## src/rtl/smb_cfg_pkg.sv

```systemverilog
`timescale 1ns/1ps
package smb_cfg_pkg;
  typedef enum logic [2:0] {
    ST_IDLE,
    ST_ADDR,
    ST_INDEX,
    ST_COUNT,
    ST_WDATA,
    ST_ACK,
    ST_TX,
    ST_HACK
  } smb_state_e;
endpackage

```

## src/rtl/smb_line_sync.sv

```systemverilog
`timescale 1ns/1ps
module smb_line_sync #(
  parameter int SYNC_STAGES = 2
) (
  input  logic clk,
  input  logic rst,
  input  logic scl_i,
  input  logic sda_i,
  output logic scl_lvl,
  output logic sda_lvl,
  output logic scl_rise,
  output logic scl_fall,
  output logic start_det,
  output logic stop_det
);
  logic [SYNC_STAGES-1:0] scl_pipe, sda_pipe;
  logic scl_q, sda_q;

  always_ff @(posedge clk) begin
    if (rst) begin
      scl_pipe <= '1;
      sda_pipe <= '1;
      scl_q    <= 1'b1;
      sda_q    <= 1'b1;
    end else begin
      scl_pipe <= {scl_pipe[SYNC_STAGES-2:0], scl_i};
      sda_pipe <= {sda_pipe[SYNC_STAGES-2:0], sda_i};
      scl_q    <= scl_pipe[SYNC_STAGES-1];
      sda_q    <= sda_pipe[SYNC_STAGES-1];
    end
  end

  assign scl_lvl   = scl_pipe[SYNC_STAGES-1];
  assign sda_lvl   = sda_pipe[SYNC_STAGES-1];
  assign scl_rise  = scl_lvl & ~scl_q;
  assign scl_fall  = ~scl_lvl & scl_q;
  // data edges while the clock line stays high mark start and stop
  assign start_det = scl_lvl & scl_q & sda_q & ~sda_lvl;
  assign stop_det  = scl_lvl & scl_q & ~sda_q & sda_lvl;
endmodule

```

## src/rtl/smb_cfg_regbank.sv

```systemverilog
`timescale 1ns/1ps
module smb_cfg_regbank #(
  parameter int              NUM_REGS  = 24,
  parameter int              DATA_W    = 8,
  parameter int              STRAP_W   = 5,
  parameter int              STRAP_IDX = 1,
  parameter int              VEND_IDX  = 6,
  parameter int              ID_IDX    = 7,
  parameter int              CNT_IDX   = 8,
  parameter logic [DATA_W-1:0] DEV_ID    = 8'h22,
  parameter logic [DATA_W-1:0] VEND_MASK = 8'h0F,
  parameter logic [DATA_W-1:0] VEND_VAL  = 8'h01,
  parameter logic [DATA_W-1:0] CNT_RST   = 8'h0F,
  parameter logic [DATA_W-1:0] STRAP_HI  = 8'hE0,
  localparam int             IDX_W     = $clog2(NUM_REGS)
) (
  input  logic                       clk,
  input  logic                       rst,
  input  logic                       wr_en,
  input  logic [IDX_W-1:0]           wr_idx,
  input  logic [DATA_W-1:0]          wr_data,
  input  logic [STRAP_W-1:0]         strap_i,
  output logic [NUM_REGS*DATA_W-1:0] regs_o,
  output logic [NUM_REGS-1:0]        strobe_o
);
  localparam logic [DATA_W-1:0] STRAP_MASK = DATA_W'((1 << STRAP_W) - 1);

  function automatic logic [DATA_W-1:0] rst_of(input int i);
    if (i == CNT_IDX)   return CNT_RST;
    if (i == ID_IDX)    return DEV_ID;
    if (i == VEND_IDX)  return VEND_VAL;
    if (i == STRAP_IDX) return STRAP_HI;
    return '0;
  endfunction

  function automatic logic [DATA_W-1:0] wmask_of(input int i);
    if (i == ID_IDX)    return '0;
    if (i == VEND_IDX)  return ~VEND_MASK;
    if (i == STRAP_IDX) return ~STRAP_MASK;
    return '1;
  endfunction

  for (genvar g = 0; g < NUM_REGS; g++) begin : g_reg
    localparam logic [DATA_W-1:0] RSTV  = rst_of(g);
    localparam logic [DATA_W-1:0] WMASK = wmask_of(g);
    localparam logic [DATA_W-1:0] SMASK = (g == STRAP_IDX) ? STRAP_MASK : '0;
    logic [DATA_W-1:0] q;

    always_ff @(posedge clk) begin
      if (rst)
        q <= RSTV | (SMASK & DATA_W'(strap_i));
      else if (wr_en && wr_idx == IDX_W'(g))
        q <= (q & ~WMASK) | (wr_data & WMASK);
    end

    always_ff @(posedge clk) begin
      if (rst) strobe_o[g] <= 1'b0;
      else     strobe_o[g] <= wr_en && (wr_idx == IDX_W'(g));
    end

    assign regs_o[g*DATA_W +: DATA_W] = q;
  end
endmodule

```

## src/rtl/smb_cfg_target.sv

```systemverilog
`timescale 1ns/1ps
module smb_cfg_target
  import smb_cfg_pkg::*;
#(
  parameter int          NUM_REGS    = 24,
  parameter int          DATA_W      = 8,
  parameter int          STRAP_W     = 5,
  parameter int          SYNC_STAGES = 2,
  parameter logic [6:0]  DEV_ADDR    = 7'h69,
  parameter int          CNT_IDX     = 8,
  localparam int         IDX_W       = $clog2(NUM_REGS),
  localparam int         FLAT_W      = NUM_REGS * DATA_W
) (
  input  logic               clk,
  input  logic               rst,
  input  logic               scl_i,
  input  logic               sda_i,
  output logic               sda_oe,
  input  logic [STRAP_W-1:0] strap_i,
  output logic [FLAT_W-1:0]  reg_flat_o,
  output logic [NUM_REGS-1:0] reg_wr_o
);
  logic scl_lvl, sda_lvl, scl_rise, scl_fall, start_det, stop_det;

  smb_line_sync #(.SYNC_STAGES(SYNC_STAGES)) sync_i (
    .clk(clk), .rst(rst), .scl_i(scl_i), .sda_i(sda_i),
    .scl_lvl(scl_lvl), .sda_lvl(sda_lvl), .scl_rise(scl_rise),
    .scl_fall(scl_fall), .start_det(start_det), .stop_det(stop_det)
  );

  smb_state_e        state, nxt;
  logic [DATA_W-1:0] shreg, ptr, wleft, wr_data;
  logic [3:0]        bitcnt;
  logic              oe, host_nack, wr_en;
  logic [IDX_W-1:0]  wr_idx;

  smb_cfg_regbank #(
    .NUM_REGS(NUM_REGS), .DATA_W(DATA_W), .STRAP_W(STRAP_W), .CNT_IDX(CNT_IDX)
  ) bank_i (
    .clk(clk), .rst(rst), .wr_en(wr_en), .wr_idx(wr_idx), .wr_data(wr_data),
    .strap_i(strap_i), .regs_o(reg_flat_o), .strobe_o(reg_wr_o)
  );

  logic [DATA_W-1:0] reg_arr [NUM_REGS];
  for (genvar g = 0; g < NUM_REGS; g++) begin : g_unpack
    assign reg_arr[g] = reg_flat_o[g*DATA_W +: DATA_W];
  end

  logic              ptr_ok;
  logic [DATA_W-1:0] rd_val, cnt_val;
  assign ptr_ok  = ptr < DATA_W'(NUM_REGS);
  assign rd_val  = ptr_ok ? reg_arr[ptr[IDX_W-1:0]] : '0;
  assign cnt_val = reg_arr[CNT_IDX];

  always_ff @(posedge clk) begin
    if (rst) begin
      state     <= ST_IDLE;
      nxt       <= ST_IDLE;
      shreg     <= '0;
      ptr       <= '0;
      wleft     <= '0;
      bitcnt    <= '0;
      oe        <= 1'b0;
      host_nack <= 1'b0;
      wr_en     <= 1'b0;
      wr_idx    <= '0;
      wr_data   <= '0;
    end else begin
      wr_en <= 1'b0;
      if (start_det) begin
        state  <= ST_ADDR;
        bitcnt <= '0;
        oe     <= 1'b0;
      end else if (stop_det) begin
        state <= ST_IDLE;
        oe    <= 1'b0;
      end else begin
        case (state)
          ST_ADDR, ST_INDEX, ST_COUNT, ST_WDATA: begin
            if (scl_rise && bitcnt != 4'd8) begin
              shreg  <= {shreg[DATA_W-2:0], sda_lvl};
              bitcnt <= bitcnt + 4'd1;
            end else if (scl_fall && bitcnt == 4'd8) begin
              bitcnt <= '0;
              case (state)
                ST_ADDR: begin
                  if (shreg == {DEV_ADDR, 1'b0}) begin
                    oe <= 1'b1; nxt <= ST_INDEX; state <= ST_ACK;
                  end else if (shreg == {DEV_ADDR, 1'b1}) begin
                    oe <= 1'b1; nxt <= ST_TX; state <= ST_ACK;
                  end else begin
                    state <= ST_IDLE;
                  end
                end
                ST_INDEX: begin
                  ptr <= shreg;
                  oe <= 1'b1; nxt <= ST_COUNT; state <= ST_ACK;
                end
                ST_COUNT: begin
                  wleft <= shreg;
                  oe <= 1'b1; nxt <= ST_WDATA; state <= ST_ACK;
                end
                default: begin
                  if (wleft != '0) begin
                    wleft <= wleft - DATA_W'(1);
                    ptr   <= ptr + DATA_W'(1);
                    if (ptr_ok) begin
                      wr_en   <= 1'b1;
                      wr_idx  <= ptr[IDX_W-1:0];
                      wr_data <= shreg;
                    end
                    oe <= 1'b1; nxt <= ST_WDATA; state <= ST_ACK;
                  end else begin
                    state <= ST_IDLE;
                  end
                end
              endcase
            end
          end
          ST_ACK: begin
            if (scl_fall) begin
              if (nxt == ST_TX) begin
                shreg  <= cnt_val;
                oe     <= ~cnt_val[DATA_W-1];
                bitcnt <= '0;
              end else begin
                oe <= 1'b0;
              end
              state <= nxt;
            end
          end
          ST_TX: begin
            if (scl_fall) begin
              if (bitcnt == 4'd7) begin
                oe    <= 1'b0;
                state <= ST_HACK;
              end else begin
                oe     <= ~shreg[DATA_W-2];
                shreg  <= {shreg[DATA_W-2:0], 1'b0};
                bitcnt <= bitcnt + 4'd1;
              end
            end
          end
          ST_HACK: begin
            if (scl_rise) begin
              host_nack <= sda_lvl;
            end else if (scl_fall) begin
              if (host_nack) begin
                state <= ST_IDLE;
              end else begin
                shreg  <= rd_val;
                oe     <= ~rd_val[DATA_W-1];
                ptr    <= ptr + DATA_W'(1);
                bitcnt <= '0;
                state  <= ST_TX;
              end
            end
          end
          default: ;
        endcase
      end
    end
  end

  assign sda_oe = oe;
endmodule

```

## config.mk

```make
export PLATFORM = sky130hd
export DESIGN_NAME = smb_cfg_target
export DESIGN_NICKNAME = d
export VERILOG_FILES = /design/src/rtl/smb_cfg_pkg.sv /design/src/rtl/smb_line_sync.sv /design/src/rtl/smb_cfg_regbank.sv /design/src/rtl/smb_cfg_target.sv
export SDC_FILE = /design/constraint.sdc
export NUM_CORES = 1
export LEC_CHECK = 0
export BUFFER_PORTS_ARGS = -buffer_cell sky130_fd_sc_hd__buf_4
export CAP_MARGIN = 20
export CORE_ASPECT_RATIO = 2
export CORE_MARGIN = 2
export CORE_UTILIZATION = 50
export DETAILED_ROUTE_END_ITERATION = 12
export GPL_TIMING_DRIVEN = 0
export PLACE_DENSITY = 0.81
export SLEW_MARGIN = 10
export SYNTH_ARGS = -nofsm -noshare
export SYNTH_HDL_FRONTEND = slang
export SYNTH_HIERARCHICAL = 1
export SYNTH_SLANG_ARGS = --single-unit
```

## constraint.sdc

```tcl
create_clock -name clk -period 6.3 [get_ports clk]
set_input_delay 0.63 -clock clk [delete_from_list [all_inputs] [get_ports clk]]
set_output_delay 0.63 -clock clk [all_outputs]
set_load 0.1 [all_outputs]
```

==> results of run 1 <==
worst paths after layout:
| kind | end | cells past startpoint |
|---|---|---|
| worst max-delay path | wr_idx[1]$_SDFFE_PP0P_ | 8 |
| worst min-delay path | sync_i/scl_pipe[0]$_SDFF_PP1_ | 2 |
| worst max register to register | wr_idx[1]$_SDFFE_PP0P_ | 8 |
| worst min register to register | sync_i/sda_pipe[1]$_SDFF_PP1_ | 1 |
registers in the layout, summed over array words and instances (netlist names):
name / flops
wr_data: 8
sync_i/sda_pipe: 2
wr_idx: 5
wleft: 8
sync_i/scl_pipe: 2
sync_i/scl_q: 1
nxt: 3
sda_oe: 1
bank_i/strobe_o: 24
sync_i/sda_q: 1
ptr: 8
wr_en: 1
bank_i/g.q: 180
state: 3
host_nack: 1
bitcnt: 4
shreg: 8
cell usage in the layout, fill, tap and decap left out, drive strengths merged, types with 7 or more instances in the layout:
cell type  Yosys  layout
buf           65     278
dfxtp        255     255
mux2i        212     212
nand2b       183     183
nor2          86      86
clkbuf        41      71
nand2         58      58
mux4          44      44
a21oi         34      34
o21ai         20      20
nand3         18      18
inv           11      15
nor3          12      12
conb           2      12
nor2b         11      11
and2          11      11
a21boi         9       9
a32oi          7       7
a211o          7       7
or2            7       7
final cells by class:
cell class	instances	area [um^2]	area share (%)
timing repair buffer	213	1600	10.2
buffer	107	553	3.53
clock inverter	15	255	1.63
inverter	13	48.8	0.311
tap	336	420	2.68
sequential	260	5260	33.5
clock buffer	30	706	4.50
multi-input combinational	855	6850	43.7
worst max-delay path: cells and delay by family, from the launching register on:
kind                   cells  cell delay, ps
multiplexers               1             230
AND/OR/NAND/NOR            5            1990
flip-flops                 1             370
buffers and inverters      2             340
logic make-up after synthesis:
family / count (synthesis) / synth area share (%)
other cells: 2 / 0.0593
flops: 260 / 41.5
compound gates: 147 / 8.47
buf+inv: 120 / 4.75
simple gates: 430 / 19.7
mux: 261 / 25.0
fa+ha+maj: 5 / 0.494
stage by stage:
step / hold slack [ps] / util, % / cells
floorplan: 383 / - / 1235
CTS: 259 / 62.7 / 1829
finish: 267 / 62.7 / 1829
detailed placement: 398 / 58.8 / 1784
global placement: 391 / 58.8 / 1784
global route: 278 / 62.7 / 1829
per-layer routing:
metal  global-route usage (%)  vias up  part of all wire, %  wire length [um]
li1                         -     4847                    -                 -
met1                     33.9     5391                   32             15000
met2                     61.0      613                   51             24200
met3                     5.69      258                  6.2              2920
met4                     30.5        2                   11              5110
met5                        0        -                0.040                19
report_power, final:
part	internal, mW	total [mW]	leakage [nW]	switching (mW)
sequential	1.66	1.67	2.10	0.0113
combinational	0.0700	0.242	4.63	0.172
clock	1.06	1.78	0.466	0.718
==> impl_metrics.toml, run 1 <==
[outcome]
outcome = "completed"

[worst_setup_path]
crit_type = "flop to flop"
required_ps = 6700
cp.arrival_ps = 3470
worstReg2RegStart = "sync_i/scl_q$_SDFF_PP1_"
cp_slowest_cell = "nor3_1"
max_stage_delay_ps = 780
startpoint = "sync_i/scl_q$_SDFF_PP1_"
startpoint_type = "flop"
cp-end-kind = "flop"
cp_max_fo = 10
cp_cell_sequence = "nor2b_1 > nand4b_1 > nor3_1 > and3_1 > buf_4 > buf_6 > mux2i_1 > nor2_1"
rrSetupSlack_ps = 3230

[cts]
post_cts_resized = 0
cts_num_sinks = 260
h-tree-depth = 1
numCtsBuffers = 25
cts_buffer_depth = 3
cts-root-buf = "clkbuf_16"
clock_latency_ps = 540
postCtsSetupBuffers = 0
cts_tree = "built"
clk_pin_slew_ps = 70
cts_hold_buffers = 0

[die]
core_area_um2 = 25000
initial_utilization_pct = 50.6
fp-row-count = 82
die_area_um2 = 26700
pin_count = 226
die_h_um = 229
die_w_um = 117

[timing]
fin_ws_ps = 3230
maxSlewViolCount = 0
fmax_mhz = 326
tns_ps = 0
final-hold-violation-count = 0
min_period_ps = 3070
worst_pin_slew_ps = 996
slew_headroom_pct = 33.5
fin_crit_sh_pct = 48.7
finClkSkew_ps = 13.3
setup_viol = 0
rsz0062_at_grt = "false"

[final_layout]
fillers = 2093
area_delta_synth_final_pct = 23.8
design_area_um2 = 15700
n_antenna_cell = 0
nNetsFinal = 1489
drive_above_1_share_pct = 27.1

[detailed_routing]
vias_per_cell = 6.07
vias = 11100
route.antenna.remaining_nets = 0
wirelength_um = 47200
drtIter0Drc = 870
drc = 0
first_pass_iters = 6
wl_per_cell_um = 25.8

[logic_synthesis]
avgSynthCellArea_um2 = 10.3
yosysSeqAreaShare_pct = 41.5
yosysWarnings = 6
synth_top_cell_by_area = "dfxtp_1"
synth-edff-count = 5
synth_flop_cell = "dfxtp_1"
synthDominantCellAreaShare_pct = 40.3
syn-cell-area_um2 = 12700
synthCells = 1225
synth.area.top_cells = "dfxtp_1 (40%), mux2i_1 (17%), nand2b_1 (9.0%), mux4_2 (7.8%), nor2_1 (2.5%)"
ys_seq_elements = 260
synth.most_common_cell = "dfxtp_1"
netlist_top_cells_count = "dfxtp_1 (255), mux2i_1 (212), nand2b_1 (183)"
synth_cell_types = 82
async_flop_share_pct = 0

[pwr]
powerDensity_nw_per_um2 = 235
leakagePower_nw = 7.20
power.total_mw = 3.69
irDropWorstVdd_mv = 0.228

[placed_design]
numPortBuffers = 213
dpl_cell_area_um2 = 14700
dp_hpwl_um = 35700
place_ws_ps = 3290
gp_congestion = 0.953

[global_routing]
grt_use_total_pct = 34.8
grt_pass1_vias = 11300
grt_pass1_wl_um = 68500
antenna_found_initial = 1
overflow = 0
grt_max_degree = 17

[hold_path]
hold_path.class = "input pin to flop"
hold_start = "scl_i"

[flow_run]
max_cap_violations = 0
(Power assumes the default switching activity.)
==> run 2: changes to the inputs <==
Settings changed: PLACE_DENSITY 0.81 to 0.83.
Clock period 6.3 ns to 2.8 ns, I/O delays scaled along.
==> run 2 against run 1 <==
- design area down 0.75%
- register-to-register slack got worse by 3200 ps
- sequential share of layout area rose by 0.25 points
- sequential power rose by 120%
- die area unchanged
- first-iteration DRC count increased by 4.5%
- critical path depth shrank 1
- critical endpoint is now shreg[3]$_SDFFE_PP0P_
==> impl_metrics.toml, run 2 (synthesized netlist as in run 1, its figures left out) <==
[timing]
slew_headroom_pct = 38.1
finClkSkew_ps = 17.6
min_period_ps = 2740
setup_viol = 0
rsz0062_at_grt = "false"
maxSlewViolCount = 0
fmax_mhz = 364
final-hold-violation-count = 0
fin_ws_ps = 55.8
fin_crit_sh_pct = 98.0
worst_pin_slew_ps = 929
tns_ps = 0

[final_layout]
fillers = 2101
drive_above_1_share_pct = 27.1
reg.largest.list = "bank_i/g.q x180, bank_i/strobe_o x24"
multi_input_area_um2 = 6860
finalNonFillerCells = 1828
largest_reg_flops = 180
final_common_cell = "dfxtp_1"
regMostFlops = "bank_i/g.q"
postLayoutCoreUtil_pct = 62.2
seqCellArea_um2 = 5260
area_delta_synth_final_pct = 22.9
n_antenna_cell = 0
mostFrequentLayoutCells = "dfxtp_1 (255), buf_4 (231), mux2i_1 (212)"
nNetsFinal = 1489

[cts]
clock_latency_ps = 540
cts_num_sinks = 260
h-tree-depth = 1
cts_tree = "built"
cts-root-buf = "clkbuf_16"
clk_pin_slew_ps = 70
numCtsBuffers = 24
cts_buffer_depth = 3

[pwr]
leakagePower_nw = 7.15
switchingPower_mw = 1.93
switching_share_pct = 25.1
irDropWorstVdd_mv = 0.631
power.total_mw = 7.70
pwr-share-clk_pct = 44.3
p_int_mw = 5.77
powerDensity_nw_per_um2 = 495
seqPwrFrac_pct = 48.7
p_comb_share_pct = 7.0

[placed_design]
gp_congestion = 0.960
numPortBuffers = 213
place_ws_ps = -49.8
dp_cells = 1784
dp_hpwl_um = 35600

[worst_setup_path]
crit_type = "flop to flop"
max_stage_delay_ps = 570
cp.arrival_ps = 3160
cpMostUsedCell = "buf_2"
cp_cell_sequence = "buf_2 > buf_2 > mux4_2 > mux2i_1 > nor2_1 > a21oi_1 > o21ai_0"
startpoint_type = "flop"
cp_slowest_cell = "mux4_2"
required_ps = 3210
rrSetupSlack_ps = 60
cp-end-kind = "flop"
cp_max_fo = 10

[detailed_routing]
vias = 11100
drc = 0
wirelength_um = 46700
vias_per_cell = 6.08
wl_per_cell_um = 25.5
drtIter0Drc = 909
first_pass_iters = 5
route.antenna.remaining_nets = 0

[hold_path]
hold_path.class = "input pin to flop"

[global_routing]
antenna_found_initial = 0
overflow = 0
grt_pass1_wl_um = 68800
grt_pass1_vias = 11500
grt_max_degree = 20
grt_use_total_pct = 34.6

[die]
fp-row-count = 82
core_area_um2 = 25000
die_w_um = 117
die_area_um2 = 26700
pin_count = 226
initial_utilization_pct = 50.6
die_h_um = 229

[flow_run]
max_cap_violations = 0

[outcome]
outcome = "completed"
## run 2: critical path: cells and delay by family (launching register included)
family,cells,cell delay (ps)
AO/OA/AOI/OAI,2,390
flip-flops,1,340
AND/OR/NAND/NOR,1,80
buffers and inverters,2,770
multiplexers,2,1040
## run 2: layer usage
layer | GRT usage (%) | vias up | share of wire (%)
li1 | - | 4823 | -
met5 | 0 | - | 0
met3 | 5.77 | 230 | 6.4
met4 | 29.6 | 0 | 10
met2 | 61.3 | 606 | 52
met1 | 33.4 | 5458 | 32
## run 2: layout make-up
class	instances	share of cell area, %
Buffer	106	3.53
Clock inverter	10	0.426
Timing Repair Buffer	215	10.4
Tap cell	336	2.70
Clock buffer	33	4.81
Sequential cell	260	33.8
Inverter	13	0.313
Multi-Input combinational cell	855	44.1
## run 2: final timing paths
kind / startpoint / end / depth (start not counted)
max: ptr[0]$_SDFFE_PP0P_ / shreg[3]$_SDFFE_PP0P_ / 7
min reg2reg: sync_i/scl_pipe[0]$_SDFF_PP1_ / sync_i/scl_pipe[1]$_SDFF_PP1_ / 1
max reg2reg: ptr[0]$_SDFFE_PP0P_ / shreg[3]$_SDFFE_PP0P_ / 7
min: strap_i[3] / bank_i/g_reg[1].q[3]$_DFFE_PP_ / 2
## run 2: metrics by stage
| stage | instance area [um^2] | hold WS (ps) |
|---|---|---|
| floorplan | 12700 | 377 |
| global placement | 14700 | 392 |
| detailed placement | 14700 | 397 |
| CTS | 15600 | 28.0 |
| global route | 15600 | 29.1 |
| finish | 15600 | 30.3 |
## run 2: repair_timing
action                                  CTS  global route
setup buffers                             0             0
hold buffers                              2             0
endpoints found under the hold margin     2             0
resized for setup                         1             2
gates cloned                              0             0
endpoints found under the setup margin   11            17
## run 2: power groups by stage
stage          Combinational [mW]  Sequential [mW]  Clock [mW]
3_5_place_dp                0.524             3.84           0
2_1_floorplan               0.330             3.88           0
3_3_place_gp                0.520             3.84           0
4_1_cts                     0.524             3.75        3.41
5_1_grt                     0.555             3.75        3.56
6_report                    0.537             3.75        3.41
